==> config.mk <==
export PLATFORM = sky130hd
export DESIGN_NAME = bcd_alarm_cmp
export DESIGN_NICKNAME = d
export VERILOG_FILES = /design/src/rtl/alarm_cmp_pkg.sv /design/src/rtl/alarm_cfg_regs.sv /design/src/rtl/alarm_field_match.sv /design/src/rtl/bcd_alarm_cmp.sv
export SDC_FILE = /design/constraint.sdc
export NUM_CORES = 1
export LEC_CHECK = 0
export BUFFER_PORTS_ARGS = -buffer_cell sky130_fd_sc_hd__buf_2
export CORE_UTILIZATION = 40
export CTS_BUF_LIST = sky130_fd_sc_hd__clkbuf_4
export DETAILED_ROUTE_END_ITERATION = 16
export GPL_ROUTABILITY_DRIVEN = 1
export SLEW_MARGIN = 20
export SYNTH_ARGS = -nofsm -noshare
export SYNTH_HDL_FRONTEND = slang
export SYNTH_SLANG_ARGS = --single-unit
==> constraint.sdc <==
create_clock -name clk -period 1.4 [get_ports clk]
set_input_delay 0.07 -clock clk [delete_from_list [all_inputs] [get_ports clk]]
set_output_delay 0.07 -clock clk [all_outputs]
set_load 0.02 [all_outputs]
==> src/rtl/alarm_cmp_pkg.sv <==
package alarm_cmp_pkg;
    localparam int NUM_FIELDS = 6;
    localparam int FIELD_W    = 12;
    localparam int ADDR_W     = 3;
    localparam int DATA_W     = 16;
    localparam int CTRL_W     = NUM_FIELDS + 1;
    localparam int MASTER_BIT = NUM_FIELDS;
    localparam int PEND_BIT   = 1;

    typedef enum logic [ADDR_W-1:0] {
        RA_CTRL = 3'd0,
        RA_SEC  = 3'd1,
        RA_MIN  = 3'd2,
        RA_HOUR = 3'd3,
        RA_DAY  = 3'd4,
        RA_MON  = 3'd5,
        RA_YEAR = 3'd6,
        RA_STAT = 3'd7
    } reg_addr_e;

    typedef logic [NUM_FIELDS-1:0][FIELD_W-1:0] field_vec_t;

    typedef struct packed {
        logic [CTRL_W-1:0] ctrl;
        field_vec_t        alm;
    } cfg_t;

    // Bits kept per field on a write: sec, min, hour, day, month, year
    function automatic logic [FIELD_W-1:0] field_mask(input int idx);
        case (idx)
            0, 1:    field_mask = 12'h07F;
            2, 3:    field_mask = 12'h03F;
            4:       field_mask = 12'h01F;
            default: field_mask = 12'hFFF;
        endcase
    endfunction
endpackage

==> src/rtl/alarm_cfg_regs.sv <==
module alarm_cfg_regs
    import alarm_cmp_pkg::*;
(
    input  logic              clk,
    input  logic              rst_n,
    input  logic              we,
    input  logic [ADDR_W-1:0] waddr,
    input  logic [DATA_W-1:0] wdata,
    output cfg_t              cfg
);
    cfg_t cfg_d, cfg_q;

    always_comb begin
        cfg_d = cfg_q;
        if (we) begin
            if (waddr == RA_CTRL) begin
                cfg_d.ctrl = wdata[CTRL_W-1:0];
            end
            for (int i = 0; i < NUM_FIELDS; i++) begin
                if (waddr == ADDR_W'(i + 1)) begin
                    cfg_d.alm[i] = wdata[FIELD_W-1:0] & field_mask(i);
                end
            end
        end
    end

    always_ff @(posedge clk or negedge rst_n) begin
        if (!rst_n) cfg_q <= '0;
        else        cfg_q <= cfg_d;
    end

    assign cfg = cfg_q;

    AST_SEC_MASKED: assert property (@(posedge clk) disable iff (!rst_n)
        (we && waddr == RA_SEC) |=> (cfg_q.alm[0][FIELD_W-1:7] == '0));
    AST_OTHER_ADDR_KEEP: assert property (@(posedge clk) disable iff (!rst_n)
        (we && waddr == RA_STAT) |=> $stable(cfg_q));
endmodule

==> src/rtl/alarm_field_match.sv <==
module alarm_field_match
    import alarm_cmp_pkg::*;
(
    input  cfg_t       cfg,
    input  field_vec_t cal,
    output logic       any_hit
);
    logic [NUM_FIELDS-1:0] hit;

    for (genvar g = 0; g < NUM_FIELDS; g++) begin : g_field
        assign hit[g] = cfg.ctrl[g] && (cal[g] == cfg.alm[g]);
    end

    assign any_hit = cfg.ctrl[MASTER_BIT] && (|hit);
endmodule

==> src/rtl/bcd_alarm_cmp.sv <==
module bcd_alarm_cmp
    import alarm_cmp_pkg::*;
(
    input  logic              clk,
    input  logic              rst_n,
    input  logic              sec_tick,
    input  logic [6:0]        cal_sec,
    input  logic [6:0]        cal_min,
    input  logic [5:0]        cal_hour,
    input  logic [5:0]        cal_day,
    input  logic [4:0]        cal_mon,
    input  logic [11:0]       cal_year,
    input  logic              cfg_we,
    input  logic [ADDR_W-1:0] cfg_waddr,
    input  logic [DATA_W-1:0] cfg_wdata,
    input  logic [ADDR_W-1:0] cfg_raddr,
    output logic [DATA_W-1:0] cfg_rdata,
    output logic              alarm_pend,
    output logic              alarm_irq
);
    typedef struct packed {
        logic pend;
    } state_t;

    cfg_t       cfg;
    field_vec_t cal;
    logic       any_hit;
    logic       clr_req;
    state_t     st_d, st_q;

    assign cal[0] = FIELD_W'(cal_sec);
    assign cal[1] = FIELD_W'(cal_min);
    assign cal[2] = FIELD_W'(cal_hour);
    assign cal[3] = FIELD_W'(cal_day);
    assign cal[4] = FIELD_W'(cal_mon);
    assign cal[5] = cal_year;

    alarm_cfg_regs u_regs (
        .clk   (clk),
        .rst_n (rst_n),
        .we    (cfg_we),
        .waddr (cfg_waddr),
        .wdata (cfg_wdata),
        .cfg   (cfg)
    );

    alarm_field_match u_match (
        .cfg     (cfg),
        .cal     (cal),
        .any_hit (any_hit)
    );

    assign clr_req = cfg_we && (cfg_waddr == RA_STAT) && cfg_wdata[PEND_BIT];

    always_comb begin
        st_d = st_q;
        if (clr_req)             st_d.pend = 1'b0;
        if (sec_tick && any_hit) st_d.pend = 1'b1;
    end

    always_ff @(posedge clk or negedge rst_n) begin
        if (!rst_n) st_q <= '0;
        else        st_q <= st_d;
    end

    always_comb begin
        cfg_rdata = '0;
        if (cfg_raddr == RA_CTRL) cfg_rdata = DATA_W'(cfg.ctrl);
        if (cfg_raddr == RA_STAT) cfg_rdata[PEND_BIT] = st_q.pend;
        for (int i = 0; i < NUM_FIELDS; i++) begin
            if (cfg_raddr == ADDR_W'(i + 1)) cfg_rdata = DATA_W'(cfg.alm[i]);
        end
    end

    assign alarm_pend = st_q.pend;
    assign alarm_irq  = st_q.pend;

    AST_SET_NEEDS_TICK: assert property (@(posedge clk) disable iff (!rst_n)
        $rose(alarm_pend) |-> $past(sec_tick));
    AST_SET_NEEDS_MASTER: assert property (@(posedge clk) disable iff (!rst_n)
        $rose(alarm_pend) |-> $past(cfg.ctrl[MASTER_BIT]));
    AST_PEND_STICKY: assert property (@(posedge clk) disable iff (!rst_n)
        (alarm_pend && !clr_req) |=> alarm_pend);
    AST_CLEAR_WORKS: assert property (@(posedge clk) disable iff (!rst_n)
        (clr_req && !sec_tick) |=> !alarm_pend);
    AST_IRQ_FOLLOWS: assert property (@(posedge clk) disable iff (!rst_n)
        alarm_irq == cfg_rdata[PEND_BIT] || cfg_raddr != RA_STAT);
endmodule

==> flow_summary_export.csv, run 1 <==
group,metric,value,unit
timing,finalSetupTns,-1.37,ns
route,drtIter0Drc,87,
outcome,violations,"setup timing",
worst_setup_path,max_stage_delay,0.48,ns
worst_setup_path,crit_type,"reg -> out",
synthesis,ys_seq_area_share,42.9,%
die,rows,31,
power,p_leak,1.88,nW
synthesis,synth_cells,243,
clock_tree,clock_sinks,51,
global_routing,antenna_found_initial,0,
worst_setup_path,endpoint_kind,"primary output",
global_routing,met1_usage,30.7,%
global_routing,grt_busiest_layer,"met2",
global_routing,grt_pass1_wl,12600,um
cells_and_area,nets,434,
clock_tree,cts_tree,"yes",
global_routing,gr-total-overflow,0,
worst_setup_path,cp.arrival,1.69,ns
worst_hold_path,holdPathStages,2,
route,drc,0,
clock_tree,cts_made_buffers,5,
place,detailedPlace.worstSlack,-0.0516,ns
route,postRouteWirelength,8320,um
place,place_area,3620,um^2
die,core-area,7210,um^2
synthesis,ys_seq_elements,51,
die,die_w,88.2,um
worst_setup_path,crit_required,1.33,ns
route,first_pass_iters,4,
route,wl_per_cell,17.9,um
clock_tree,clock_path_buffers,2,
global_routing,grtUsageMet3,3.30,%
clock_tree,htree_levels,2,
worst_hold_path,hold_end,"u_regs.cfg[5]",
cells_and_area,syn_to_final_growth,37.4,%
worst_hold_path,hold_path_startpoint,"cfg_wdata[5]",
route,detail-route-antenna-nets,0,
worst_setup_path,r2r-end,"alarm_irq",
synthesis,syn_area,2970,um^2
synthesis,yosysWarnings,0,
route,viasPerCell,5.09,
timing,hold_violations,0,
clock_tree,root_buffer,"clkbuf_4",
synthesis,postSynthAreaPerCell,12.2,um^2
route,vias,2369,
die,die_area,7780,um^2
worst_setup_path,r2r_start,"u_regs.cfg[26]",
timing,finalCritPeriodShare,126,%
place,dp_cells,433,
flow_run,maxCapViolCount,0,
die,fp.dieH,88.2,um
worst_setup_path,rr_worst_depth,6,
timing,skew,0.00612,ns
global_routing,grt_max_degree,35,
global_routing,grt_usage,22.1,%
cells_and_area,fin_util,56.6,%
timing,finalMaxSlewViolations,0,
power,ir_worst_vdd,661,uV
synthesis,synth.distinct_cells,34,
timing,fmax,0.567,GHz
place,place_congestion,0.834,
outcome,outcome,"complete, but fails checks",
place,port_buffers,78,
timing,finalSetupViolCount,8,
power,p_per_area,1110,nW/um^2
global_routing,grt_pass1_vias,2350,
die,num_io_pins,87,
die,initial_core_util,41.2,%
timing,rsz0062_at_grt,"yes",
worst_hold_path,hold_class,"in -> reg",
global_routing,grt.met2_usage,36.7,%
cells_and_area,instances_no_fill,465,
timing,setup_slack,-0.364,ns
cells_and_area,finalInstanceArea,4080,um^2
timing,finalCriticalPeriod,1.76,ns
place,dp_hpwl,6140,um
worst_setup_path,startpoint_type,"register",
cells_and_area,n_antenna_cell,0,
worst_setup_path,regToRegSetupSlack,-0.04,ns
worst_setup_path,path_buf_inv,1,
worst_setup_path,cp_cell_sequence,"mux4_2, mux2_4, buf_6",
cells_and_area,layout-drive-gt1-share,57.7,%
worst_setup_path,cp_slowest_cell,"mux4_2",
clock_tree,clk-insertion-delay-late,0.36,ns
worst_setup_path,cp_max_fo,3,
cells_and_area,fill_cells,657,
worst_setup_path,cp_top_family,"multiplexers",
clock_tree,clkTransAtPathRegs,0.14,ns
[registers in the layout (all words and copies together), names as in the netlist]
name,count
u_regs.cfg,50
alarm_irq,1
[cells in the mapped netlist, drive strengths merged]
cell,count,share of area [%]
mux2,52,20
dfrtp,51,43
xnor2,26,7.7
xor2,17,5.0
buf,14,3.2
mux2i,9,3.0
nor2,9,1.1
nand4,8,1.7
nand2,6,0.76
o22ai,6,1.3
and3,5,1.1
mux4,4,3.0
nor4,4,0.84
a21oi,3,0.51
and2,3,0.63
nand4b,3,0.88
nor3,3,1.3
o211ai,3,0.76
o21a,3,0.76
nand3,2,0.34
nor3b,2,1.3
o21ai,2,0.34
a31oi,1,0.21
a32oi,1,0.29
clkbuf,1,0.13
conb,1,0.13
nand2b,1,0.46
nor2b,1,0.21
o41ai,1,0.29
or2,1,0.21
[cells in the final DEF, fill, tap and decap left out, types with 8 or more instances in the layout]
cell type      instances
xor2_1                17
buf_2                 72
mux2i_1                9
buf_4                 31
xnor2_1               18
mux2_2                50
xnor2_2                8
dfrtp_1               51
dlygate4sd3_1          8
buf_6                 13
nand4_1                8
[through the flow]
stage / power [mW] / hold slack (ns)
global placement: 3.48 / 0.0416
CTS: 4.46 / 0.0198
finish: 4.55 / 0.0413
global route: 4.81 / 0.0202
floorplan: 2.93 / -0.226
detailed placement: 3.51 / 0.0392
[final cells by class]
type                       count  area (um^2)  share of cell area [%]
tap                           99          124                    3.03
timing repair buffer         127          880                    21.5
clock buffer                   7         52.6                    1.29
sequential                    51         1280                    31.2
multi-input combinational    180         1750                    42.8
clock inverter                 1         5.00                   0.123
[report_power, final]
group	switching, mW	total (mW)	internal [mW]	leakage (nW)
clock network	0.449	0.685	0.236	0.0361
registers	0.277	2.07	1.79	0.614
logic	0.736	1.80	1.06	1.23
total	1.46	4.55	3.09	1.88
[layer usage]
layer  vias up  wire [um]  share of wire [%]
met4         0         67               0.81
met1      1148       3970                 48
met2        85       3920                 47
met3         7        364                4.4
met5         -          0                  0
li1       1129          -                  -
[how the worst max path moves through the flow]
stage,start,to,cells past startpoint
2_1_floorplan,alarm_irq,cfg_rdata[1],2
6_report,u_regs.cfg[73],cfg_rdata[1],3
4_1_cts,u_regs.cfg[25],cfg_rdata[1],3
3_3_place_gp,u_regs.cfg[25],cfg_rdata[1],3
3_5_place_dp,u_regs.cfg[60],alarm_irq,5
5_1_grt,u_regs.cfg[37],cfg_rdata[1],3
[worst register-to-register path, delay by kind of cell (launching register included)]
kind	cells	cell delay, ns
AOI/OAI and AO/OA	2	0.31
and+or+nand+nor	2	0.35
buffers and inverters	1	0.13
DFF	1	0.42
xor gates and xnor gates	1	0.15
[kinds of logic (layout without fill, tap and decap cells)]
family                 count (synthesis)  count (layout)  share of synthesized area, %
AO/OA/AOI/OAI                         20              20                          4.42
XOR/XNOR                              43              43                          12.7
buffers and inverters                 15             135                          3.33
flip-flops                            51              51                          42.9
multiplexers                          65              65                          25.8
other                                  1               4                         0.126
AND/OR/NAND/NOR                       48              48                          10.7
[timing repair]
item	4_1_cts	5_1_grt
endpoints found under the hold margin	24	0
pin swaps	10	14
resized for setup	25	19
buffers inserted	14	3
hold buffers	8	0
endpoints found under the setup margin	8	8
(Power assumes the default switching activity.)
==> run 2: changes to the inputs <==
ABC_AREA = 1   (was default)
==> flow_summary_export.csv, run 2 <==
group,metric,value,unit
worst_setup_path,crit_required,1.33,ns
power,power.total,4.13,mW
worst_setup_path,cp.arrival,1.56,ns
synthesis,synth_cells,494,
worst_setup_path,regToRegSetupSlack,0.02,ns
synthesis,ys_async_sr_fraction,100,%
clock_tree,clock_sinks,51,
global_routing,gr-total-overflow,0,
die,fp.dieH,91.0,um
worst_hold_path,hold_end,"alarm_irq",
route,wl_per_cell,12.7,um
clock_tree,cts_made_buffers,5,
die,rows,32,
route,postRouteWirelength,8900,um
timing,finalMaxSlewViolations,0,
outcome,outcome,"complete, but fails checks",
place,place_congestion,0.923,
worst_setup_path,cp_top_family,"flip-flops",
worst_hold_path,hold_path_startpoint,"cfg_we",
cells_and_area,instances_no_fill,703,
place,dp_hpwl,6640,um
worst_setup_path,startpoint_type,"register",
power,p_leak,2.30,nW
die,die_w,91.0,um
die,initial_core_util,41.2,%
global_routing,grt_pass1_wl,14400,um
global_routing,grt_max_degree,52,
global_routing,antenna_found_initial,0,
place,port_buffers,78,
power,ir_worst_vdd,410,uV
cells_and_area,syn_to_final_growth,27.1,%
route,detail-route-antenna-nets,0,
synthesis,synth.most_common_cell,"nand2_1",
worst_setup_path,rr_worst_depth,13,
route,first_pass_iters,4,
synthesis,synthTopCellsByCount,"nand2_1, inv_1, dfrtp_1",
timing,finalSetupViolCount,6,
synthesis,netlist.area_leader.share,40.3,%
worst_setup_path,crit_type,"reg -> out",
clock_tree,clkTransAtPathRegs,0.15,ns
die,num_io_pins,87,
synthesis,synthFlopType,"dfrtp_1",
worst_setup_path,r2r-end,"alarm_irq",
timing,rsz0062_at_grt,"yes",
timing,skew,0.00316,ns
timing,finalCritPeriodShare,117,%
worst_setup_path,cp_cell_sequence,"inv_2, o22ai_1, nor2_1, nand2_1, a21oi_2, nand4_1, buf_2",
cells_and_area,final_cell_mix,"nand2_1, inv_1, buf_2",
worst_setup_path,max_stage_delay,0.42,ns
die,die_area,8280,um^2
timing,hold_violations,0,
cells_and_area,largest_register_ffs,50,
synthesis,postSynthAreaPerCell,6.41,um^2
die,core-area,7690,um^2
synthesis,synth_area_leaders,"dfrtp_1, nand2_1, inv_1",
clock_tree,root_buffer,"clkbuf_4",
clock_tree,clock_path_buffers,2,
synthesis,ys_seq_area_share,40.3,%
worst_hold_path,holdPathStages,4,
cells_and_area,nets,669,
route,drtIter0Drc,135,
route,viasPerCell,4.59,
clock_tree,htree_levels,2,
synthesis,synth.distinct_cells,24,
cells_and_area,mostFrequentLayoutCell,"nand2_1",
worst_setup_path,cp_slowest_cell,"dfrtp_1",
synthesis,ys_seq_elements,51,
synthesis,syn_area,3170,um^2
global_routing,grt_pass1_vias,2975,
cells_and_area,fill_cells,830,
outcome,violations,"setup timing",
power,p_per_area,1030,nW/um^2
synthesis,synth_edf_count,0,
clock_tree,cts_tree,"yes",
worst_setup_path,endpoint_kind,"primary output",
global_routing,grt_usage,22.5,%
worst_setup_path,path_buf_inv,2,
cells_and_area,layout-drive-gt1-share,23.8,%
route,drc,0,
flow_run,maxCapViolCount,0,
timing,finalCriticalPeriod,1.63,ns
timing,setup_slack,-0.234,ns
route,vias,3230,
clock_tree,clk-insertion-delay-late,0.37,ns
cells_and_area,n_antenna_cell,0,
synthesis,synth.largest_area_cell,"dfrtp_1",
synthesis,yosysWarnings,0,
timing,fmax,0.612,GHz
worst_setup_path,r2r_start,"u_regs.cfg[3]",
place,dp_cells,670,
worst_setup_path,cp_max_fo,2,
worst_hold_path,hold_class,"in -> reg",
run 2: what timing repair did:
action / CTS / global route
hold buffers: 7 / 0
pin swaps: 10 / 16
buffers inserted: 15 / 5
resized for setup: 20 / 18
setup endpoints to repair: 6 / 8
endpoints found under the hold margin: 57 / 0
run 2: area by class of cell:
type                    count  area [um^2]  share of cell area, %
clock buffers               6         45.0                   1.12
well taps                 102          128                   3.17
clock inverters             2         7.51                  0.187
flip-flops and latches     51         1280                   31.7
multi-input cells         336         1520                   37.9
repair buffers            108          676                   16.8
inverters                  98          368                   9.14
run 2: kinds of logic (layout without fill, tap and decap cells):
family / Yosys count / count (layout) / share of synthesized area, %
XOR/XNOR: 7 / 7 / 1.94
buffers and inverters: 110 / 214 / 13.6
AO/OA/AOI/OAI: 73 / 73 / 12.3
flip-flops: 51 / 51 / 40.3
other: 1 / 4 / 0.118
AND/OR/NAND/NOR: 252 / 252 / 31.7
run 2: how the worst max path moves through the flow:
stage	depth (start not counted)	endpoint	slack, ns	from
2_1_floorplan	8	alarm_irq	0.26	u_regs.cfg[49]
3_3_place_gp	10	cfg_rdata[5]	0.07	cfg_raddr[1]
3_5_place_dp	10	cfg_rdata[5]	0.06	cfg_raddr[1]
4_1_cts	7	cfg_rdata[1]	-0.23	u_regs.cfg[73]
5_1_grt	7	cfg_rdata[1]	-0.34	u_regs.cfg[1]
6_report	7	cfg_rdata[1]	-0.23	u_regs.cfg[73]
run 2: where the power goes:
part	total [mW]	internal [mW]	leakage (nW)	switching, mW
Sequential	1.99	1.75	0.633	0.242
Combinational	1.45	0.644	1.64	0.805
Clock	0.691	0.207	0.0307	0.483
run 2: stage by stage:
step,utilization (%),hold WS (ns),setup WS (ns),TNS [ns],instance area [um^2]
floorplan,-,-0.226,0.255,0,3180
global placement,47.9,0.0849,0.0721,0,3680
detailed placement,47.9,0.0853,0.0614,0,3680
CTS,51.5,0.00146,-0.234,-0.891,3960
global route,52.3,0.0273,-0.338,-1.47,4020
finish,52.3,0.0140,-0.234,-0.893,4020
run 2: metal layers:
metal	GRT usage, %	vias to the layer above	share of wire (%)
li1	-	1705	-
met1	30.9	1434	47
met2	37.5	84	47
met3	3.85	7	5.3
met4	4.76	0	1.0
met5	0	-	0
run 2: worst reg2reg max path, cell delays in order, from the launching register on:
cell and delay [ns]:
dfrtp_1 0.43, buf_6 0.12, inv_2 0.05, nand2_1 0.05, nand2_1 0.05, inv_1 0.04
nand2_1 0.05, nor2_1 0.04, nand2_1 0.07, nand2_1 0.06, nor2_2 0.14, nand2_1 0.07
nand2_1 0.06, nand2_1 0.04
==> run 3: changes to the inputs <==
BUFFER_PORTS_ARGS = -buffer_cell sky130_fd_sc_hd__buf_4   (was -buffer_cell sky130_fd_sc_hd__buf_2)
SETUP_SLACK_MARGIN = 0.02   (was default)
==> flow_summary_export.csv, run 3 (same netlist as run 2, synthesis figures left out) <==
group,metric,value,unit
outcome,outcome,"complete, but fails checks",
outcome,violations,"setup timing",
worst_setup_path,max_stage_delay,0.43,ns
route,detail-route-antenna-nets,0,
worst_setup_path,cp_slowest_cell,"dfrtp_1",
timing,skew,0.00943,ns
power,ir_worst_vdd,485,uV
place,place_area,3860,um^2
timing,rsz0062_at_grt,"yes",
route,vias,3268,
cells_and_area,largest_register_ffs,50,
clock_tree,clk-insertion-delay-late,0.36,ns
clock_tree,clkTransAtPathRegs,0.15,ns
cells_and_area,syn_to_final_growth,31.8,%
timing,finalSetupViolCount,6,
die,rows,32,
worst_setup_path,startpoint_type,"register",
global_routing,gr-total-overflow,0,
cells_and_area,nets,668,
cells_and_area,finalInstanceArea,4170,um^2
cells_and_area,final_cell_mix,"nand2_1, buf_4, inv_1",
die,fp.dieH,91.0,um
die,initial_core_util,41.2,%
timing,hold_ws,0.0402,ns
clock_tree,clock_path_buffers,2,
die,die_w,91.0,um
clock_tree,htree_levels,2,
cells_and_area,layout-drive-gt1-share,23.4,%
timing,finalSetupTns,-0.884,ns
cells_and_area,seqCellArea,1280,um^2
timing,finalMaxSlewViolations,0,
timing,slew_headroom,55.7,%
worst_setup_path,crit_required,1.33,ns
worst_setup_path,cp.arrival,1.54,ns
route,postRouteWirelength,9120,um
worst_setup_path,crit_top_cell,"nor2_1",
clock_tree,cts_tree,"yes",
clock_tree,root_buffer,"clkbuf_4",
route,viasPerCell,4.67,
cells_and_area,instances_no_fill,700,
worst_setup_path,cp_cell_sequence,"inv_2, nor2_1, nor2_1, nand2_1, a21oi_2, nand4_1, buf_4",
power,p_per_area,998,nW/um^2
place,dp_hpwl,6920,um
worst_hold_path,hold_class,"in -> reg",
clock_tree,clock_sinks,51,
global_routing,antenna_found_initial,0,
global_routing,grt_max_degree,52,
place,dp_cells,669,
timing,setup_slack,-0.208,ns
die,num_io_pins,87,
timing,hold_violations,0,
die,die_area,8280,um^2
timing,worst_slew_pin_slew,0.665,ns
place,port_buffers,78,
die,core-area,7690,um^2
clock_tree,cts_made_buffers,5,
cells_and_area,mostFrequentLayoutCell,"nand2_1",
cells_and_area,fill_cells,811,
cells_and_area,n_antenna_cell,0,
global_routing,grt_pass1_vias,3007,
timing,finalCriticalPeriod,1.61,ns
worst_setup_path,cp_max_fo,3,
route,drtIter0Drc,143,
power,p_leak,2.35,nW
route,drc,0,
cells_and_area,fin_util,54.3,%
global_routing,grt_pass1_wl,14600,um
timing,finalCritPeriodShare,115,%
cells_and_area,multiInputGateArea,1530,um^2
flow_run,maxCapViolCount,0,
worst_setup_path,crit_type,"reg -> out",
timing,fmax,0.622,GHz
route,first_pass_iters,5,
route,wl_per_cell,13.0,um
place,place_congestion,0.885,
worst_setup_path,endpoint_kind,"primary output",
global_routing,grt_usage,22.9,%
run 3: layer usage:
metal / vias to the layer above / routed length [um] / GRT usage [%]
met5: - / 0 / 0
met1: 1484 / 4280 / 31.7
met4: 0 / 68 / 4.37
met3: 7 / 411 / 3.18
li1: 1699 / - / -
met2: 78 / 4370 / 38.4
run 3: worst paths after layout:
kind | cells past startpoint | startpoint | to | slack, ns
setup / recovery | 7 | u_regs.cfg[1] | cfg_rdata[1] | -0.21
hold / removal | 3 | cfg_wdata[6] | u_regs.cfg[66] | 0.04
setup reg to reg | 10 | u_regs.cfg[76] | alarm_irq | 0.08
hold reg to reg | 2 | u_regs.cfg[18] | u_regs.cfg[18] | 0.53
max in group asynchronous | 2 | rst_n | u_regs.cfg[65] | 0.69
min in group asynchronous | 2 | rst_n | u_regs.cfg[18] | 0.27
run 3: layout make-up:
cell class,instances,share of cell area (%)
inverters,98,8.87
multi-input cells,336,36.6
flip-flops and latches,51,30.6
repair buffers,107,19.8
well taps,102,3.06
clock buffers,6,1.08
run 3: metrics by stage:
stage / setup WS [ns] / power, mW
2_1_floorplan: 0.255 / 2.78
6_report: -0.208 / 4.17
3_5_place_dp: 0.0317 / 3.32
3_3_place_gp: 0.0535 / 3.28
5_1_grt: -0.353 / 4.48
4_1_cts: -0.220 / 4.15
run 3: where the power goes:
part | internal, mW | switching, mW | total (mW) | leakage, nW
Clock | 0.200 | 0.460 | 0.660 | 0.0276
Sequential | 1.75 | 0.243 | 1.99 | 0.633
Combinational | 0.700 | 0.813 | 1.51 | 1.69
Total | 2.65 | 1.52 | 4.17 | 2.35
run 3: timing repair:
item	in CTS	in global routing
gates resized for setup	19	11
hold buffers	7	0
hold endpoints to repair	57	0
buffers inserted	15	3
endpoints found under the setup margin	7	7
pin swaps	11	11
run 3: critical path, delay by kind of cell, from the launching register on:
kind,cells,cell delay [ns]
flops,1,0.43
simple gates,4,0.34
buf+inv,2,0.25
compound gates,1,0.15
